**config.mk**
```make
export PLATFORM = sky130hd
export DESIGN_NAME = qd_latch_reader
export DESIGN_NICKNAME = d
export VERILOG_FILES = /design/src/rtl/qd_rd_pkg.sv /design/src/rtl/qd_freeze_ctrl.sv /design/src/rtl/qd_hold_reg.sv /design/src/rtl/qd_byte_mux.sv /design/src/rtl/qd_latch_reader.sv
export SDC_FILE = /design/constraint.sdc
export NUM_CORES = 1
export LEC_CHECK = 0
export CORE_MARGIN = 2
export CORE_UTILIZATION = 65
export CTS_BUF_LIST = sky130_fd_sc_hd__clkbuf_4
export DETAILED_ROUTE_END_ITERATION = 8
export DONT_BUFFER_PORTS = 1
export PLACE_DENSITY = 0.87
export SYNTH_ARGS = -nofsm -noshare
export SYNTH_HDL_FRONTEND = slang
export SYNTH_SLANG_ARGS = --single-unit
```
**constraint.sdc**
```tcl
create_clock -name clk -period 1.9 [get_ports clk]
set_input_delay 0.57 -clock clk [delete_from_list [all_inputs] [get_ports clk]]
set_output_delay 0.57 -clock clk [all_outputs]
set_load 0.01 [all_outputs]
```
**src/rtl/qd_rd_pkg.sv**
```systemverilog
package qd_rd_pkg;

    localparam int BYTE_W = 8;
    localparam int WIDE_W = 16;

    typedef struct packed {
        logic frozen;
        logic armed;
    } frz_state_t;

    function automatic logic [BYTE_W-1:0] pick_byte(input logic [WIDE_W-1:0] word,
                                                     input logic lower);
        return lower ? word[BYTE_W-1:0] : word[WIDE_W-1:BYTE_W];
    endfunction

endpackage

```
**src/rtl/qd_freeze_ctrl.sv**
```systemverilog
module qd_freeze_ctrl
    import qd_rd_pkg::*;
(
    input  logic clk,
    input  logic rst_n,
    input  logic oe_n_i,
    input  logic sel_i,
    output logic frozen_o,
    output logic armed_o,
    output logic start_o
);

    // Falling-edge sample of a lower-byte access.
    logic lo_seen_q;

    always_ff @(negedge clk or negedge rst_n) begin
        if (!rst_n) begin
            lo_seen_q <= 1'b0;
        end else begin
            lo_seen_q <= ~oe_n_i & sel_i;
        end
    end

    frz_state_t st_d, st_q;
    logic       start_c;

    always_comb begin
        st_d    = st_q;
        start_c = ~oe_n_i & ~sel_i & ~st_q.frozen;
        if (st_q.frozen && st_q.armed && oe_n_i) begin
            st_d.frozen = 1'b0;
            st_d.armed  = 1'b0;
        end else begin
            if (!oe_n_i && !sel_i) begin
                st_d.frozen = 1'b1;
            end
            if (st_q.frozen && lo_seen_q) begin
                st_d.armed = 1'b1;
            end
        end
    end

    always_ff @(posedge clk or negedge rst_n) begin
        if (!rst_n) begin
            st_q <= '0;
        end else begin
            st_q <= st_d;
        end
    end

    assign frozen_o = st_q.frozen;
    assign armed_o  = st_q.armed;
    assign start_o  = start_c;

endmodule

```
**src/rtl/qd_hold_reg.sv**
```systemverilog
module qd_hold_reg
    import qd_rd_pkg::*;
#(
    parameter int CNT_W = 16
) (
    input  logic              clk,
    input  logic              rst_n,
    input  logic [CNT_W-1:0]  count_i,
    input  logic              load_i,
    output logic [WIDE_W-1:0] held_o
);

    logic [CNT_W-1:0] pos_d, pos_q;

    always_comb begin
        pos_d = pos_q;
        if (load_i) begin
            pos_d = count_i;
        end
    end

    always_ff @(posedge clk or negedge rst_n) begin
        if (!rst_n) begin
            pos_q <= '0;
        end else begin
            pos_q <= pos_d;
        end
    end

    generate
        if (CNT_W < WIDE_W) begin : g_pad
            assign held_o = {{(WIDE_W-CNT_W){1'b0}}, pos_q};
        end else begin : g_full
            assign held_o = pos_q;
        end
    endgenerate

endmodule

```
**src/rtl/qd_byte_mux.sv**
```systemverilog
module qd_byte_mux
    import qd_rd_pkg::*;
(
    input  logic              rst_n,
    input  logic [WIDE_W-1:0] held_i,
    input  logic              oe_n_i,
    input  logic              sel_i,
    output logic [BYTE_W-1:0] data_o,
    output logic              data_oe_o
);

    logic drive_c;

    always_comb begin
        drive_c = ~oe_n_i & rst_n;
        data_o  = drive_c ? pick_byte(held_i, sel_i) : '0;
    end

    assign data_oe_o = drive_c;

endmodule

```
**src/rtl/qd_latch_reader.sv**
```systemverilog
module qd_latch_reader
    import qd_rd_pkg::*;
#(
    parameter int CNT_W = 16
) (
    input  logic             clk,
    input  logic             rst_n,
    input  logic [CNT_W-1:0] count_i,
    input  logic             oe_n_i,
    input  logic             sel_i,
    output logic [7:0]       data_o,
    output logic             data_oe_o
);

    logic              frozen_w;
    logic              armed_w;
    logic              start_w;
    logic              load_w;
    logic [WIDE_W-1:0] held_w;

    qd_freeze_ctrl u_frz (
        .clk      (clk),
        .rst_n    (rst_n),
        .oe_n_i   (oe_n_i),
        .sel_i    (sel_i),
        .frozen_o (frozen_w),
        .armed_o  (armed_w),
        .start_o  (start_w)
    );

    assign load_w = ~frozen_w & ~start_w;

    qd_hold_reg #(.CNT_W(CNT_W)) u_hold (
        .clk     (clk),
        .rst_n   (rst_n),
        .count_i (count_i),
        .load_i  (load_w),
        .held_o  (held_w)
    );

    qd_byte_mux u_mux (
        .rst_n     (rst_n),
        .held_i    (held_w),
        .oe_n_i    (oe_n_i),
        .sel_i     (sel_i),
        .data_o    (data_o),
        .data_oe_o (data_oe_o)
    );

endmodule

```
==> metrics <==
post-route setup TNS=0 ns; FILL cells=95; Buffers & Inverters on Critical Path=0; GRT met3 Usage=3.26%; die width=roughly 41 um; CP Data Required Time=between 1 and 1.5 ns; PnR worst setup slack=0.178 ns; CP endpoint kind=output pin; worst slack at placement=between 0.1 and 0.15 ns; Routed WL=1.36 mm; postcts setup bufs=0; Initial Utilization=69.1%; Multi-input gate area=374 um^2; Tmin final=1.72 ns; dominant synthesized flop cell=dfrtp_1; asr flop ratio synth=100%; Avg Cell Area, Syn=14.6 um^2; GRT met1 Usage=between 20 and 25%; root buffer cell=clkbuf_4; Max Slew Vio Count=0; cells after synthesis=61; gr usage total=a little under a fifth; Top delay family on crit path=simple AND/OR/NAND/NOR gates; RePlAce Congestion=0.565; sequential share of power=51.6%; max_slew headroom=48.5%; pwr dens=1400 nW/um^2; max-cap violation count=0; library cells used by synthesis=16; first-pass GRT wire length=~2.0 mm; Syn-to-layout area delta=4.08%; critical-path cell list=nand2b_1, nor2_1; Avg WL per Cell=17.0 um; # rows=13; RSZ-0062 raised after global routing=false; power share of the clock group=15.3%; worst skew pair latency=0.29 ns; clock sink count=19; sequential area share after synthesis=53.5%; TritonCTS buffer count=3; post-synthesis cell area=888 um^2; YS warnings=0; total grt overflow=0; Crit-path slowest cell=nand2b_1; crit-path max FO=9; Hold Violations, Final=0; CTS clk-pin slew, worst paths=0.11 ns; Nets=86; CP peak stage delay=0.29 ns; Final setup viols=0; initial antenna violation count=0; drt drc=0; fin crit share=90.6%; top cell type's share of synthesized area=between 50% and 60%; critical path data arrival time=1.15 ns; global route hottest layer=met2; crit path launch type=input pin; vias=473; Yosys reg bits=19; LEAKAGE=0.000443 uW; Reg area=475 um^2; vias in the first global route=491; TritonCTS clock tree=built; main area contributors after synthesis=dfrtp_1, mux2_4, mux2i_1, mux2_2, nor2_1; H-Tree Level Count=1; critical path class=input pin to output pin; dominant cell type by area after synthesis=dfrtp_1; syn nets=between 80 and 90; num ports=29; die area=1680 um^2; met2 Usage GRT=~28%; Cell Int Power=927 uW; layout cells sized above 1=35.4%; Fin Clk Skew=0.00506 ns; status=finished, final reports clean; Core ar.=1280 um^2; Hold Path Class=input pin to flop; maximum clock rate=0.581 GHz; EDFF count, synth=0; IO Port Bufs=0; largest net degree at the start of global routing=19; Psw=368 uW; Iteration-0 DRC Markers=5; Die Y=around 41 um; final core utilization=72.0%; CTS max path bufs=2; Sw Share=28.4%; total power=1300 uW; Detailed Routing Iterations Pass 1=3; worst slew pin tran=roughly 0.77 ns; peak supply drop=0.838 mV; Detail Route Antenna Nets=0; Comb power frac=33.2%; flop2flop setup slack=0.29 ns; via density per instance=a little under 6; post-detail-place hpwl=969 um; Antenna Cells=0
==> synthesized netlist by cell type (7+ instances only) <==
master	n
dfrtp_1	18
mux2i_1	8
mux2_4	9
mux2_2	7
nor2_1	8
==> routing by layer <==
layer  up-vias  wire length [um]
met5         -                 0
met4         0                11
met3         2                72
met2        16               665
met1       238               607
li1        217                 -
==> timing repair <==
action                                  in CTS  in global routing
endpoints found under the hold margin       18                  0
hold buffers                                 1                  0
gates resized for setup                      0                  0
endpoints found under the setup margin       0                  0
==> stage by stage <==
stage | cell area (um^2) | hold slack (ns) | instances
floorplan | 897 | 0.274 | 61
global placement | 887 | 0.275 | 75
detailed placement | 887 | 0.275 | 75
CTS | 925 | 0.341 | 80
global route | 925 | 0.340 | 80
finish | 925 | 0.347 | 80
==> sequential cells by signal, indices dropped and copies added, names as in the netlist <==
name,count
u_frz.frozen_o,1
u_frz.lo_seen_q,1
u_frz.armed_o,1
u_hold.held_o,16
==> cells in the final DEF, fill, tap and decap left out <==
master         Yosys  routed
buf_4              0       2
dfrtn_1            1       1
dfrtp_1           18      18
inv_1              1       1
nor2_1             8       8
clkinv_2           0       1
a21oi_1            1       1
nor2b_1            1       1
o21bai_4           1       1
mux2_2             7       7
a31oi_1            1       1
clkbuf_4           0       3
dlygate4sd3_1      0       1
nand2b_1           1       1
mux2_4             9       9
a21boi_1           1       1
mux2i_1            8       8
==> path summary, 6_finish.rpt <==
check / cells past startpoint / startpoint / endpoint
max: 2 / oe_n_i / data_o[7]
min: 1 / oe_n_i / u_frz.frozen_o
max reg2reg: 2 / u_frz.lo_seen_q / u_frz.armed_o
min reg2reg: 1 / u_frz.armed_o / u_frz.frozen_o
max in group asynchronous: 1 / rst_n / u_hold.held_o[8]
min in group asynchronous: 1 / rst_n / u_frz.armed_o
==> power groups by stage <==
| stage | registers (uW) | clock network (uW) | logic [uW] |
|---|---|---|---|
| 2_1_floorplan | 645 | 0 | 405 |
| 3_3_place_gp | 665 | 0 | 409 |
| 3_5_place_dp | 678 | 0 | 423 |
| 4_1_cts | 668 | 204 | 434 |
| 5_1_grt | 691 | 219 | 470 |
| 6_report | 668 | 198 | 430 |
==> layout make-up <==
class,count,share of cell area [%]
sequential,19,51.4
inverter,1,0.406
clock inverter,1,0.541
timing repair buffer,3,2.71
tap,15,2.03
clock buffer,3,2.44
multi-input combinational,38,40.5
==> logic make-up after synthesis <==
family	share of synthesized area, %
AOI/OAI and AO/OA	4.23
buffers and inverters	4.37
DFF	53.5
muxes	33.1
and+or+nand+nor	4.79
(Power assumes the default switching activity.)
